**src/rtl/boot_remap_pkg.sv**
```systemverilog
// Package: shared types for the boot address remap decoder.
// Assumes: region select is one-hot with bit 0 ROM, bit 1 SDRAM, bit 2 async.
package boot_remap_pkg;

    typedef enum logic [1:0] {
        MAP_ROM   = 2'b00,
        MAP_SDRAM = 2'b01,
        MAP_ASYNC = 2'b10,
        MAP_TRAP  = 2'b11
    } map_mode_e;

    typedef enum logic [1:0] {
        RSP_OKAY = 2'b00,
        RSP_ERR1 = 2'b01,
        RSP_ERR2 = 2'b10
    } rsp_state_e;

    localparam int REGION_W   = 3;
    localparam int REG_ROM    = 0;
    localparam int REG_SDRAM  = 1;
    localparam int REG_ASYNC  = 2;

endpackage

```
**src/rtl/remap_mode_latch.sv**
```systemverilog
// Module: remap_mode_latch
// Captures the mode strap on every clock while reset is held, then freezes it.
// Assumes: synchronous active-low reset; strap is stable around reset release.
module remap_mode_latch
    import boot_remap_pkg::*;
(
    input  logic       clk,
    input  logic       rst_n,
    input  logic [1:0] sel_i,
    output map_mode_e  mode_o
);

    map_mode_e mode_q;

    // Sample the strap during reset, hold afterwards.
    always_ff @(posedge clk) begin
        if (!rst_n) begin
            mode_q <= map_mode_e'(sel_i);
        end
    end

    assign mode_o = mode_q;

endmodule

```
**src/rtl/remap_xlate.sv**
```systemverilog
// Module: remap_xlate
// Combinational window check and address translation for one request.
// Assumes: the window covers the addresses whose upper ADDR_W-WIN_BITS bits are zero.
module remap_xlate
    import boot_remap_pkg::*;
#(
    parameter int                ADDR_W     = 32,
    parameter int                WIN_BITS   = 28,
    parameter logic [ADDR_W-1:0] SDRAM_BASE = 32'h2000_0000,
    parameter logic [ADDR_W-1:0] ASYNC_BASE = 32'h3000_0000
) (
    input  map_mode_e             mode_i,
    input  logic [ADDR_W-1:0]     addr_i,
    output logic [ADDR_W-1:0]     xaddr_o,
    output logic [REGION_W-1:0]   region_o,
    output logic                  trap_o
);

    localparam int TAG_W = ADDR_W - WIN_BITS;

    logic              in_win;
    logic [ADDR_W-1:0] offset;

    // Window hit and zero-extended offset within the window.
    always_comb begin
        in_win = (addr_i[ADDR_W-1:WIN_BITS] == {TAG_W{1'b0}});
        offset = {{TAG_W{1'b0}}, addr_i[WIN_BITS-1:0]};
    end

    // Pick target address, region and trap flag from the frozen mode.
    always_comb begin
        xaddr_o  = addr_i;
        region_o = '0;
        trap_o   = 1'b0;
        if (in_win) begin
            unique case (mode_i)
                MAP_ROM: begin
                    region_o[REG_ROM] = 1'b1;
                end
                MAP_SDRAM: begin
                    xaddr_o            = SDRAM_BASE + offset;
                    region_o[REG_SDRAM] = 1'b1;
                end
                MAP_ASYNC: begin
                    xaddr_o            = ASYNC_BASE + offset;
                    region_o[REG_ASYNC] = 1'b1;
                end
                MAP_TRAP: begin
                    trap_o = 1'b1;
                end
                default: begin
                    trap_o = 1'b0;
                end
            endcase
        end
    end

endmodule

```
**src/rtl/remap_err_fsm.sv**
```systemverilog
// Module: remap_err_fsm
// Produces the two-cycle error response: ERROR with ready low, then ERROR with ready high.
// Assumes: start_i is only raised for a request accepted while ready is high.
module remap_err_fsm
    import boot_remap_pkg::*;
(
    input  logic clk,
    input  logic rst_n,
    input  logic start_i,
    output logic hready_o,
    output logic hresp_o
);

    rsp_state_e state_q;
    rsp_state_e state_d;

    // Next-state: first error cycle always moves on; otherwise a trap starts a response.
    always_comb begin
        unique case (state_q)
            RSP_ERR1: state_d = RSP_ERR2;
            default:  state_d = start_i ? RSP_ERR1 : RSP_OKAY;
        endcase
    end

    // State register with synchronous reset.
    always_ff @(posedge clk) begin
        if (!rst_n) begin
            state_q <= RSP_OKAY;
        end else begin
            state_q <= state_d;
        end
    end

    assign hready_o = (state_q != RSP_ERR1);
    assign hresp_o  = (state_q != RSP_OKAY);

endmodule

```
**src/rtl/boot_remap_decoder.sv**
```systemverilog
// Module: boot_remap_decoder (top)
// Accepts requests, remaps the zero window per the frozen strap and registers
// the forwarded address and region select; traps window accesses in mode 11.
// Assumes: a requester holds req_i/addr_i while hready_o is low.
module boot_remap_decoder
    import boot_remap_pkg::*;
#(
    parameter int                ADDR_W     = 32,
    parameter int                WIN_BITS   = 28,
    parameter logic [ADDR_W-1:0] SDRAM_BASE = 32'h2000_0000,
    parameter logic [ADDR_W-1:0] ASYNC_BASE = 32'h3000_0000
) (
    input  logic              clk,
    input  logic              rst_n,
    input  logic [1:0]        remap_sel_i,
    input  logic              req_i,
    input  logic [ADDR_W-1:0] addr_i,
    output logic              hready_o,
    output logic              hresp_o,
    output logic              fwd_valid_o,
    output logic [ADDR_W-1:0] fwd_addr_o,
    output logic [2:0]        region_o
);

    map_mode_e             mode_q;
    logic [ADDR_W-1:0]     xaddr;
    logic [REGION_W-1:0]   xregion;
    logic                  trap;
    logic                  accept;
    logic                  fwd_valid_q;
    logic [ADDR_W-1:0]     fwd_addr_q;
    logic [REGION_W-1:0]   region_q;

    remap_mode_latch u_mode (
        .clk    (clk),
        .rst_n  (rst_n),
        .sel_i  (remap_sel_i),
        .mode_o (mode_q)
    );

    remap_xlate #(
        .ADDR_W     (ADDR_W),
        .WIN_BITS   (WIN_BITS),
        .SDRAM_BASE (SDRAM_BASE),
        .ASYNC_BASE (ASYNC_BASE)
    ) u_xlate (
        .mode_i   (mode_q),
        .addr_i   (addr_i),
        .xaddr_o  (xaddr),
        .region_o (xregion),
        .trap_o   (trap)
    );

    remap_err_fsm u_err (
        .clk      (clk),
        .rst_n    (rst_n),
        .start_i  (accept && trap),
        .hready_o (hready_o),
        .hresp_o  (hresp_o)
    );

    assign accept = req_i && hready_o;

    // Register the forwarded transfer; trapped or absent requests forward nothing.
    always_ff @(posedge clk) begin
        if (!rst_n) begin
            fwd_valid_q <= 1'b0;
            fwd_addr_q  <= '0;
            region_q    <= '0;
        end else begin
            fwd_valid_q <= accept && !trap;
            region_q    <= (accept && !trap) ? xregion : '0;
            if (accept) begin
                fwd_addr_q <= xaddr;
            end
        end
    end

    assign fwd_valid_o = fwd_valid_q;
    assign fwd_addr_o  = fwd_addr_q;
    assign region_o    = region_q;

endmodule

```
**config.mk**
```make
export PLATFORM = sky130hd
export DESIGN_NAME = boot_remap_decoder
export DESIGN_NICKNAME = d
export VERILOG_FILES = /design/src/rtl/boot_remap_pkg.sv /design/src/rtl/remap_mode_latch.sv /design/src/rtl/remap_xlate.sv /design/src/rtl/remap_err_fsm.sv /design/src/rtl/boot_remap_decoder.sv
export SDC_FILE = /design/constraint.sdc
export NUM_CORES = 1
export LEC_CHECK = 0
export BUFFER_PORTS_ARGS = -buffer_cell sky130_fd_sc_hd__buf_4
export CAP_MARGIN = 10
export CELL_PAD_IN_SITES_DETAIL_PLACEMENT = 1
export CELL_PAD_IN_SITES_GLOBAL_PLACEMENT = 1
export CORE_AREA = 2 2 76 78
export CTS_CLUSTER_SIZE = 28
export DETAILED_ROUTE_END_ITERATION = 10
export DIE_AREA = 0 0 78 80
export GPL_TIMING_DRIVEN = 0
export HOLD_SLACK_MARGIN = 0.06
export PLACE_DENSITY = 0.76
export SYNTH_ARGS = -nofsm -noshare
export SYNTH_HDL_FRONTEND = slang
export SYNTH_SLANG_ARGS = --single-unit
```
**constraint.sdc**
```tcl
create_clock -name clk -period 1.31 [get_ports clk]
set_clock_uncertainty 0.05 [all_clocks]
set_input_delay 0.262 -clock clk [delete_from_list [all_inputs] [get_ports clk]]
set_output_delay 0.262 -clock clk [all_outputs]
set_load 0.01 [all_outputs]
```
## Yosys cells after proc, flatten, opt, wreduce, memory -nomap -nowiden

Cells that the tools add are included.

| storage, ports and cells | value |
|---|---|
| word-level logic and storage cells | 32 |
| output and inout port bits | 38 |
| register bits | 40 |

| cells by class | value |
|---|---|
| bitwise logic cells | 1 |
| add/subtract/negate cells | 2 |
| reduce and logical (&&, ||, !) cells | 9 |
| multiplexer cells | 9 |
| eq/ne operators | 5 |

Operators with widths:

| operator | number |
|---|---|
| $pmux 32 s2 | 1 |
| $add 30x28->31 const A | 2 |
| $mux 32 | 1 |
| $mux 1 | 6 |
| $eq 2x1->1 const B | 2 |
| $eq 2x2->1 const B | 2 |
| $logic_not 4->1 | 1 |
| $logic_and 1x1->1 | 3 |
| $reduce_and 3->1 | 1 |
| $logic_not 2->1 | 1 |
| $mux 2 | 1 |
| $ne 2x1->1 const B | 1 |
| $reduce_bool 2->1 | 1 |
| $reduce_or 2->1 | 1 |
| $logic_not 1->1 | 1 |
| $not 1->1 | 1 |

## Logic depth before layout (Yosys ltp)

Gate-level depths: netlist of the first run.

| depth | value |
|---|---|
| word-level depth | 6 |
| mapped depth | 5 |

## Cells and area by module

A second synthesis of the first run with hierarchy kept.

| second synthesis, totals | value |
|---|---|
| cell total of the unflattened synthesis | 212 |
| area total of the unflattened synthesis | 1981.9 µm² |

Modules (own cells, without submodules):

| module | cells each | seq. area each (µm²) | area an instance (µm²) | times used |
|---|---|---|---|---|
| boot_remap_decoder | 156 | 720.7 | 1501.4 | 1 |
| remap_xlate | 46 | 0.0 | 342.8 | 1 |
| remap_err_fsm | 7 | 40.0 | 73.8 | 1 |
| remap_mode_latch | 3 | 60.1 | 63.8 | 1 |

## Worst setup path before layout of the first run

Ideal clock, no wire load.

| timing path | value |
|---|---|
| path type | flip-flop to flip-flop |
| from | register u_mode.mode_q[0] (netlist: u_mode.mode_o[0]) |
| to | register fwd_addr_q[29] (netlist: fwd_addr_o[29]) |
| clock period less this slack | 1.310 ns |
| setup slack | 0.000 ns |
| data arrival time | 1.129 ns |
| path buffers | 0 |
| cell stages (with the launch flop) | 5 |
| cell sequence | edfxtp_1 > inv_1 > ha_1 > a2111oi_0 > nor3_1 |

| between the ends | value |
|---|---|
| longest elaborated chain between the ends | 3 |
| elaborated cells on any way between the ends | 4 |

Ends and longest elaborated chain:

| item | line | text |
|---|---|---|
| start, declared | remap_mode_latch.sv:13 | `map_mode_e mode_q;` |
| start signal, assigned | remap_mode_latch.sv:18 | `mode_q <= map_mode_e'(sel_i);` |
| $eq 2x2->1 / $eq 2x1->1 (equally long branches) | remap_xlate.sv:36 | `unique case (mode_i)` |
| $pmux 32 s2 (*) | remap_xlate.sv:36 |  |
| $mux 32 (*) | remap_xlate.sv:35 | `if (in_win) begin` |
| end signal, assigned | boot_remap_decoder.sv:74 | `fwd_addr_q <= xaddr;` |
| end, declared | boot_remap_decoder.sv:31 | `logic [ADDR_W-1:0] fwd_addr_q;` |

Mark *: on every way between the ends. The rest lies on a longest branch, timed or not.
A chain may end at the register's enable or synchronous reset.

## Worst setup path in the final report of the first run

| timing path | value |
|---|---|
| from | register u_err.state_q[0] |
| to | output hready_o |

| between the ends | value |
|---|---|
| longest elaborated chain between the ends | 1 |

Ends and longest elaborated chain:

| item | line | text |
|---|---|---|
| start, declared | remap_err_fsm.sv:14 | `rsp_state_e state_q;` |
| start signal, assigned | remap_err_fsm.sv:30 | `state_q <= state_d;` |
| $ne 2x1->1 | remap_err_fsm.sv:34 | `assign hready_o = (state_q != RSP_ERR1);` |
| end, declared | boot_remap_decoder.sv:18 | `output logic hready_o,` |

Every way passes these cells.

==> reports/metrics.yaml, run 1 <==
ios: 75
start_util_pct: 28.4
grt_overflow: 0
clkLatencyLatePin_ns: 0.29
cap_violations: 0
fin_area_um2: 2400
hold_path_end: "u_mode.mode_o[0]"
status: "finished with violations"
worstMarginPinSlew_ns: 0.522
period_minus_slack_ns: 1.38
core_um2: 5410
path_clk_slew_ns: 0.08
hold_depth: 1
die_x_um: 78
fin_ws_ns: -0.0695
drive_above_1_share_pct: 41.3
dr.pass1.iters: 4
worst_path_largest_cell_delay_ns: 0.32
pwr-share-seq_pct: 51.6
final_util_pct: 44.5
r2r_slack_ns: 0.04
nNetsFinal: 299
yosys.area.top_type_share_pct: 49.5
crit_fanout: 6
grt_pass1_wl_mm: 7.56
hp-start: "remap_sel_i[0]"
synth_cells: 172
cellPowerDensity_nw_per_um2: 1060
power.internal_mw: 1.93
synthFlopType: "dfxtp_1"
critPathArrivalTime_ns: 1.07
drc: 0
portBuffers: 73
yosys.area.top_type: "dfxtp_1"
grt_pass1_vias: 1598
cts-root-buf: "clkbuf_8"
setup-tns-final_ns: -0.128
whs_ns: 0.0944
clkPwrFrac_pct: 33.1
crit_type: "reg -> out"
comb_power_share_pct: 15.3
rows: 27
syn_to_final_growth_pct: 56.4
synth_edf_count: 2
htree_levels: 2
cts_num_sinks: 40
violations: "negative setup slack"
slew_viol_final: 0
hp-class: "in -> reg"
die_h_um: 80
fin_cells: 331
yosysWarningCount: 0
via_per_inst: 4.79
antenna_found_initial: 0
hold_viol_final: 0
rsz0062_at_grt: "true"
r2r_start: "u_mode.mode_o[0]"
synth_area_leaders: "dfxtp_1, a21oi_1, nand3_1, o21ai_0, edfxtp_1"
setup_viol: 2
drtIter0Drc: 38
fmax_ghz: 0.725
antenna_cells: 0
place_congestion: 0.660
synth_seq_area_share_pct: 53.4
syn_avg_cell_area_um2: 8.94
crit_path_top_delay_cell: "dfxtp_2"
grt_max_degree: 12
swShare_pct: 24.8
dp.cells: 317
synth.most_common_cell: "dfxtp_1"
worstReg2RegEnd: "fwd_addr_o[29]"
clk_path_buf_depth: 2
synth-seq-cells: 40
fin_crit_sh_pct: 105
path_cells: "nor2b_4, inv_4, buf_8, buf_6"
async_flop_share_pct: 0
hpwlAfterDp_mm: 3.31
wire_per_inst_um: 14.3
grtUsageTotal_pct: 15.5
path_delay_family: "flip-flops"
cp-start-kind: "flip-flop"
switchingPower_mw: 0.634
endpoint_kind: "output port"
cts_tree: "built"
reg2reg_depth: 4
netlist_area_um2: 1540
slew_headroom_pct: 65.2
placed_area_um2: 2180
power.leakage_nw: 1.03
ir_drop_uv: 394
numCtsBuffers: 5
synthTopCellsByCount: "dfxtp_1, a21oi_1, nand3_1"
vias: 1587
worst-path-buf-inv: 3
worst_ep_required_time_ns: 1.00
drt_wl_total_mm: 4.74
ant_nets: 0
die-area_um2: 6240
syn_nets: 213
ys_types: 24
registers in the layout, summed over array words and instances, names as in the netlist:
| signal | flops |
|---|---|
| fwd_addr_o | 32 |
| region_o | 3 |
| u_err.state_q | 2 |
| u_mode.mode_o | 2 |
| fwd_valid_o | 1 |
what timing repair did:
item | 4_1_cts | 5_1_grt
buffers inserted | 4 | 2
setup endpoints to repair | 25 | 26
pin swaps | 0 | 2
hold endpoints to repair | 0 | 0
hold buffers | 0 | 0
gates resized for setup | 18 | 13
logic make-up (layout without fill, tap and decap cells):
kind of cell,count (synthesis),count (layout),share of synthesized area (%)
AO/OA/AOI/OAI,66,66,22.3
AND/OR/NAND/NOR,40,40,15.2
adder cells (fa/ha/maj),4,4,3.25
buffers and inverters,22,109,5.86
flip-flops,40,40,53.4
routing by layer:
layer | wire length [um] | global-route usage, %
met5 | 0 | 0
met4 | 34 | 3.68
met3 | 317 | 4.86
met2 | 2380 | 27.7
met1 | 2010 | 18.2
power groups by stage:
stage / logic [mW] / registers [mW] / clock network, mW
final: 0.392 / 1.32 / 0.847
after global routing: 0.433 / 1.33 / 0.931
after CTS: 0.393 / 1.32 / 0.886
after detailed placement: 0.369 / 1.35 / 0
after global placement: 0.360 / 1.35 / 0
after floorplan: 0.126 / 1.37 / 0
worst max path at each step:
stage | start | to | slack (ns) | cells after the start
2_1_floorplan | u_mode.mode_o[0] | fwd_addr_o[29] | 0.02 | 4
3_3_place_gp | u_mode.mode_o[0] | fwd_addr_o[29] | -0.09 | 4
3_5_place_dp | u_mode.mode_o[0] | fwd_addr_o[29] | -0.12 | 4
4_1_cts | u_err.state_q[0] | hready_o | -0.1 | 4
5_1_grt | u_err.state_q[0] | hready_o | -0.11 | 4
6_report | u_err.state_q[0] | hready_o | -0.07 | 4
layout by cell type, fill, tap and decap left out, types with 3 or more instances in the layout:
master and instances:
a21oi_1 32, buf_1 3, buf_4 80, buf_6 4, clkbuf_1 7, clkbuf_8 6, dfxtp_1 36, ha_1 3
inv_2 3, nand3_1 30, nor3b_1 3, o21ai_0 21, o21ai_1 9
metrics by stage:
stage	setup slack, ns	power (mW)
after floorplan	0.0187	1.50
after global placement	-0.0887	1.71
after detailed placement	-0.115	1.72
after CTS	-0.0988	2.60
after global routing	-0.110	2.69
final	-0.0695	2.56
worst reg2reg max path, cell delays in order, from the launching register on:
cell and delay [ns]:
edfxtp_1 0.43, inv_2 0.11, ha_4 0.22, a2111oi_4 0.29, nor3_1 0.08
layout make-up:
class                   instances  area [um^2]
flip-flops and latches         40          823
inverters                       6         25.0
fillers                       637         3000
repair buffers                 79          601
clock buffers                   8         90.1
well taps                      72         90.1
plain buffers                  16          100
multi-input cells             110          676
No activity file was read; power rests on OpenSTA's default activity.
==> run 2, diff against run 1 <==
- ABC_AREA: default -> 1
- CORE_AREA: 2 2 76 78 -> 2 2 77 79
- DIE_AREA: 0 0 78 80 -> 0 0 79 81
- HOLD_SLACK_MARGIN: 0.06 -> 0.15
- PLACE_DENSITY: 0.76 -> 0.75
==> run 2 against run 1 <==
Compared with the run above:
- design area decreased by 0.47%
- sequential power barely moved
- utilization is 2.3 points lower
- critical path depth shrank 2
- area after synthesis fell by 0.33%
- count of clock-buffer cells in the layout shrank 2
- non-clock buffer count down 2
- the run now ends clean
- die area increased by 2.5%
- final cell count grew 6.9%
- critical path type unchanged
==> reports/metrics.yaml, run 2 <==
status: "finished, final reports clean"  # was finished with violations
worst_ep_required_time_ns: 1.00  # about the same
synthSimpleGateAreaFrac_pct: 22.9  # was 15.2%
endpoint_kind: "output port"  # unchanged
yosysWarningCount: 0  # unchanged
grt_max_degree: 13  # was 12
hpwlAfterDp_mm: 2.96  # was 3.31 mm
antenna_cells: 0  # unchanged
layout_commonest_cell: "buf_4"  # unchanged
path_clk_slew_ns: 0.08  # about the same
async_flop_share_pct: 0  # unchanged
die_x_um: 79  # was 78 um
power.internal_mw: 1.98  # was 1.93 mW
clkPwrFrac_pct: 31.7  # was 33.1%
netlist_area_um2: 1530  # was 1540 um^2
final_util_pct: 42.2  # was 44.5%
fillers: 706  # was 637
ios: 75  # unchanged
crit_type: "reg -> out"  # unchanged
die_h_um: 81  # was 80 um
dp_slack_ns: -0.00407  # was -0.115 ns
power.leakage_nw: 1.15  # was 1.03 nW
clk_path_buf_depth: 2  # unchanged
synth-compound-area-share_pct: 11.1  # was 22.3%
portBuffers: 74  # was 73
synth_cells: 187  # was 172
cellPowerDensity_nw_per_um2: 1110  # was 1060 nW/um^2
synthFlopType: "dfxtp_1"  # unchanged
syn_to_final_growth_pct: 56.2  # was 56.4%
htree_levels: 2  # unchanged
synth_seq_area_share_pct: 53.6  # was 53.4%
fin_crit_sh_pct: 98.2  # was 105%
drt_wl_total_mm: 4.12  # was 4.74 mm
cts-root-buf: "clkbuf_8"  # unchanged
clkLatencyLatePin_ns: 0.29  # about the same
wire_per_inst_um: 11.6  # was 14.3 um
synthXorXnorAreaFrac_pct: 0  # unchanged
switchingPower_mw: 0.678  # was 0.634 mW
period_minus_slack_ns: 1.29  # was 1.38 ns
multi_input_comb_area_um2: 591  # was 676 um^2
synth-seq-cells: 40  # unchanged
via_per_inst: 4.24  # was 4.79
grt_pass1_vias: 1512  # was 1598
drtIter0Drc: 39  # was 38
crit_fanout: 2  # was 6
total_power_mw: 2.66  # was 2.56 mW
regArea_um2: 823  # unchanged
slew_viol_final: 0  # unchanged
yosys.area.top_type: "dfxtp_1"  # unchanged
fin_ws_ns: 0.0238  # was -0.0695 ns
syn_nets: 228  # was 213
synth_area_leaders: "dfxtp_1, nor2_1, o21ai_0, buf_6, edfxtp_1"  # was dfxtp_1, a21oi_1, nand3_1, o21ai_0, edfxtp_1
antenna_found_initial: 0  # unchanged
hold_viol_final: 0  # unchanged
cts_tree: "built"  # unchanged
yosys.area.top_type_share_pct: 49.6  # was 49.5%
fmax_ghz: 0.777  # was 0.725 GHz
final_cell_mix: "buf_4, nor2_1, dfxtp_1"  # was buf_4, dfxtp_1, a21oi_1
pwr-share-seq_pct: 50.4  # was 51.6%
synthTopCellsByCount: "nor2_1, dfxtp_1, o21ai_0"  # was dfxtp_1, a21oi_1, nand3_1
r2r_slack_ns: 0.07  # was 0.04 ns
nNetsFinal: 319  # was 299
largest_register_ffs: 32  # unchanged
rsz0062_at_grt: "true"  # unchanged
critPathArrivalTime_ns: 0.97  # was 1.07 ns
synthAdderAreaFrac_pct: 3.27  # was 3.25%
rows: 28  # was 27
ir_drop_uv: 509  # was 394 uV
die-area_um2: 6400  # was 6240 um^2
comb_power_share_pct: 17.9  # was 15.3%
syn_avg_cell_area_um2: 8.20  # was 8.94 um^2
synth_mux_area_share_pct: 0  # unchanged
core_um2: 5680  # was 5410 um^2
slew_headroom_pct: 72.8  # was 65.2%
drive_above_1_share_pct: 38.0  # was 41.3%
vias: 1502  # was 1587
numCtsBuffers: 5  # unchanged
worstMarginPinSlew_ns: 0.407  # was 0.522 ns
dr.pass1.iters: 4  # unchanged
swShare_pct: 25.5  # was 24.8%
grt_overflow: 0  # unchanged
grtUsageTotal_pct: 13.5  # was 15.5%
start_util_pct: 27.0  # was 28.4%
hp-class: "in -> reg"  # unchanged
ant_nets: 0  # unchanged
grt_pass1_wl_mm: 6.76  # was 7.56 mm
ys_types: 18  # was 24
cap_violations: 0  # unchanged
setup_viol: 0  # was 2
cp-start-kind: "flip-flop"  # unchanged
synth_top_family_by_area: "simple AND/OR/NAND/NOR gates"  # was compound AO/OA/AOI/OAI gates
cts_num_sinks: 40  # unchanged
drc: 0  # unchanged
synth_edf_count: 2  # unchanged
place_congestion: 0.671  # was 0.660
synth.most_common_cell: "nor2_1"  # was dfxtp_1
## run 2: changes by cell type after synthesis, moves of 6 or more
cell     before  now
nor2_1        2   68
buf_6         0    6
nand3_1      30    0
inv_1         3   14
nand2_1       0   11
a21oi_1      32    2
## run 2: stage by stage
| stage | hold slack, ns | instances | area (um^2) | TNS (ns) |
|---|---|---|---|---|
| 2_1_floorplan | 0.311 | 187 | 1530 | 0 |
| 3_3_place_gp | 0.392 | 336 | 2180 | 0 |
| 3_5_place_dp | 0.391 | 336 | 2180 | -0.00407 |
| 4_1_cts | 0.154 | 353 | 2370 | 0 |
| 5_1_grt | 0.177 | 354 | 2390 | -0.0168 |
| 6_report | 0.161 | 354 | 2390 | 0 |
## run 2: worst paths after layout
path,startpoint,end,cells after the start
min,addr_i[13],fwd_addr_o[13],3
max,u_err.state_q[1],hresp_o,2
min reg2reg,fwd_addr_o[22],fwd_addr_o[22],2
max reg2reg,u_mode.mode_o[0],region_o[1],6
## run 2: layout make-up
| cell class | instances | area share, % |
|---|---|---|
| clock buffer | 6 | 3.45 |
| buffer | 9 | 3.29 |
| tap | 75 | 3.92 |
| inverter | 16 | 2.61 |
| clock inverter | 2 | 0.418 |
| timing repair buffer | 84 | 27.2 |
| multi-input combinational | 122 | 24.7 |
| sequential | 40 | 34.4 |
## run 2: logic make-up (layout without fill, tap and decap cells)
logic type	after synthesis	after routing
AO/OA/AOI/OAI	34	34
adder cells (fa/ha/maj)	4	4
buffers and inverters	25	117
flip-flops	40	40
AND/OR/NAND/NOR	84	84
## run 2: critical path: stages, from the launching register on
cell	delay (ns)
dfxtp_2	0.33
or2_4	0.24
buf_6	0.12
## run 2: layer usage
layer	up-vias	GRT usage (%)	part of all wire, %
met2	45	23.5	49
li1	762	-	-
met5	-	0	0
met3	4	4.00	7.0
met4	0	5.17	0.70
met1	691	15.8	43
## run 2: power by group through the flow
stage	clock (mW)	sequential (mW)	combinational (mW)
finish	0.842	1.34	0.477
global route	0.943	1.35	0.537
CTS	0.890	1.34	0.472
detailed placement	0	1.37	0.444
global placement	0	1.37	0.434
floorplan	0	1.40	0.168
## run 2: timing repair
item                                    in CTS  in global routing
hold buffers                                 7                  0
pin swaps                                    0                  2
endpoints found under the hold margin        7                  0
buffers inserted                             2                  1
endpoints found under the setup margin       2                  2
gates cloned                                 0                  0
resized for setup                            4                  7
==> run 3, diff against run 2 <==
- SETUP_SLACK_MARGIN: default -> 0.15
==> run 3 against run 2 <==
Compared with the run above:
- critical path depth unchanged
- clock power about the same
- first-iteration DRC count up 72%
- power up 5.6%
- global-route usage about the same
- combinational power up 25%
- design area up 16%
- count of clock-buffer cells in the layout unchanged
- register-to-register slack worse by 0.03 ns
- setup slack better by 0.0067 ns
- utilization up 6.8 points
- flip-flop and latch count unchanged
- critical endpoint unchanged
- highest routed layer unchanged
==> reports/metrics.yaml, run 3 (synthesis results as in run 2) <==
status: "finished, final reports clean"  # unchanged
final_util_pct: 49.0  # was 42.2%
endpoint_kind: "output port"  # unchanged
worst_path_largest_cell_delay_ns: 0.33  # about the same
drtIter0Drc: 67  # was 39
power.leakage_nw: 1.26  # was 1.15 nW
grt_pass1_vias: 1469  # was 1512
worst-path-buf-inv: 1  # unchanged
fin_ws_ns: 0.0305  # was 0.0238 ns
slew_viol_final: 0  # unchanged
fin_area_um2: 2780  # was 2390 um^2
antenna_cells: 0  # unchanged
fmax_ghz: 0.782  # was 0.777 GHz
grtUsageTotal_pct: 13.6  # was 13.5%
via_per_inst: 4.29  # was 4.24
period_minus_slack_ns: 1.28  # was 1.29 ns
setup_viol: 0  # unchanged
hpwlAfterDp_mm: 2.97  # was 2.96 mm
die_x_um: 79  # unchanged
path_clk_slew_ns: 0.08  # about the same
largest_register_ffs: 32  # unchanged
setup-tns-final_ns: 0  # unchanged
drt_wl_total_mm: 4.69  # was 4.12 mm
r2r_slack_ns: 0.04  # was 0.07 ns
dp_slack_ns: 0.0825  # was -0.00407 ns
path_delay_family: "flip-flops"  # unchanged
total_power_mw: 2.81  # was 2.66 mW
reg2reg_depth: 9  # was 6
drc: 0  # unchanged
antenna_found_initial: 0  # unchanged
comb_power_share_pct: 21.3  # was 17.9%
rows: 28  # unchanged
swShare_pct: 26.9  # was 25.5%
worst_ep_required_time_ns: 1.00  # about the same
grt_overflow: 0  # unchanged
cts_num_sinks: 40  # unchanged
start_util_pct: 27.0  # unchanged
fin_crit_sh_pct: 97.7  # was 98.2%
path_cells: "or2_4, buf_6"  # unchanged
fillers: 695  # was 706
cellPowerDensity_nw_per_um2: 1010  # was 1110 nW/um^2
htree_levels: 2  # unchanged
r2r_start: "u_err.state_q[1]"  # was u_mode.mode_o[0]
vias: 1552  # was 1502
worstMarginPinSlew_ns: 0.459  # was 0.407 ns
hold_depth: 3  # unchanged
core_um2: 5680  # unchanged
hold_viol_final: 0  # unchanged
place_congestion: 0.697  # was 0.671
crit_fanout: 2  # unchanged
rsz0062_at_grt: "true"  # unchanged
portBuffers: 74  # unchanged
hp-start: "addr_i[5]"  # was addr_i[13]
pwr-share-seq_pct: 48.7  # was 50.4%
die-area_um2: 6400  # unchanged
hp-class: "in -> reg"  # unchanged
final_cell_mix: "buf_4, nor2_1, dfxtp_1"  # unchanged
wire_per_inst_um: 12.9  # was 11.6 um
clkPwrFrac_pct: 30.0  # was 31.7%
slew_headroom_pct: 69.3  # was 72.8%
ios: 75  # unchanged
ir_drop_uv: 463  # was 509 uV
drive_above_1_share_pct: 56.8  # was 38.0%
cp-start-kind: "flip-flop"  # unchanged
dr.pass1.iters: 4  # unchanged
critPathArrivalTime_ns: 0.97  # about the same
numCtsBuffers: 5  # unchanged
nNetsFinal: 327  # was 319
layout_commonest_cell: "buf_4"  # unchanged
power.internal_mw: 2.05  # was 1.98 mW
grt_pass1_wl_mm: 6.72  # was 6.76 mm
cap_violations: 0  # unchanged
cts_tree: "built"  # unchanged
ant_nets: 0  # unchanged
crit_type: "reg -> out"  # unchanged
clkLatencyLatePin_ns: 0.29  # about the same
die_h_um: 81  # unchanged
clk_path_buf_depth: 2  # unchanged
syn_to_final_growth_pct: 81.3  # was 56.2%
placed_area_um2: 2180  # unchanged
worstReg2RegEnd: "fwd_addr_o[25]"  # was region_o[1]
hold_path_end: "fwd_addr_o[5]"  # was fwd_addr_o[13]
switchingPower_mw: 0.755  # was 0.678 mW
cts-root-buf: "clkbuf_8"  # unchanged
crit_path_top_delay_cell: "dfxtp_2"  # unchanged
grt_max_degree: 13  # unchanged
==> run 3: cell count changes in the layout (fill, tap and decap cells not counted), sizes merged <==
cell and change:
dlygate4sd3 -2, nand2 +1, clkbuf +2, buf +7
==> run 3: final cells by class <==
class / count / area (um^2) / share of cell area, %
clock buffer: 6 / 82.6 / 2.97
inverter: 16 / 70.1 / 2.52
timing repair buffer: 91 / 758 / 27.3
multi-input combinational: 123 / 822 / 29.6
tap: 75 / 93.8 / 3.38
clock inverter: 2 / 10.0 / 0.360
buffer: 9 / 113 / 4.05
sequential: 40 / 830 / 29.9
==> run 3: worst max-delay path by stage <==
stage | start | endpoint | cells past startpoint
3_5_place_dp | u_mode.mode_o[1] | fwd_addr_o[28] | 8
3_3_place_gp | u_mode.mode_o[0] | fwd_addr_o[28] | 8
4_1_cts | u_err.state_q[1] | hready_o | 4
6_report | u_err.state_q[1] | hresp_o | 2
2_1_floorplan | u_mode.mode_o[0] | fwd_addr_o[28] | 8
5_1_grt | u_mode.mode_o[0] | fwd_addr_o[28] | 7
==> run 3: power groups by stage <==
stage | Clock (mW) | Sequential (mW) | Combinational (mW)
after CTS | 0.884 | 1.34 | 0.481
after floorplan | 0 | 1.40 | 0.169
after global routing | 0.945 | 1.38 | 0.655
after detailed placement | 0 | 1.37 | 0.441
after global placement | 0 | 1.37 | 0.433
final | 0.843 | 1.37 | 0.598
==> run 3: what timing repair did <==
action | in CTS | in global routing
pin swaps | 3 | 6
cloned | 0 | 3
endpoints found under the hold margin | 3 | 2
setup endpoints to repair | 3 | 39
setup buffers | 8 | 2
resized for setup | 11 | 93
hold buffers | 3 | 2
==> run 3: worst min-delay path: stages <==
cell and delay (ns):
buf_4 0.08, o21ai_1 0.06, nor2_1 0.07
==> run 3: per-stage QoR <==
step           hold slack (ns)  instances
2_1_floorplan            0.311        187
3_3_place_gp             0.393        336
3_5_place_dp             0.397        336
4_1_cts                  0.155        355
5_1_grt                  0.162        362
6_report                 0.155        362
==> run 3: routing by layer <==
| layer | vias to the layer above | track usage (%) | share of wire [%] |
|---|---|---|---|
| met5 | - | 0 | 0 |
| met4 | 0 | 4.14 | 1.5 |
| met3 | 9 | 4.11 | 5.1 |
| met2 | 48 | 24.0 | 51 |
| met1 | 712 | 15.8 | 42 |
| li1 | 783 | - | - |
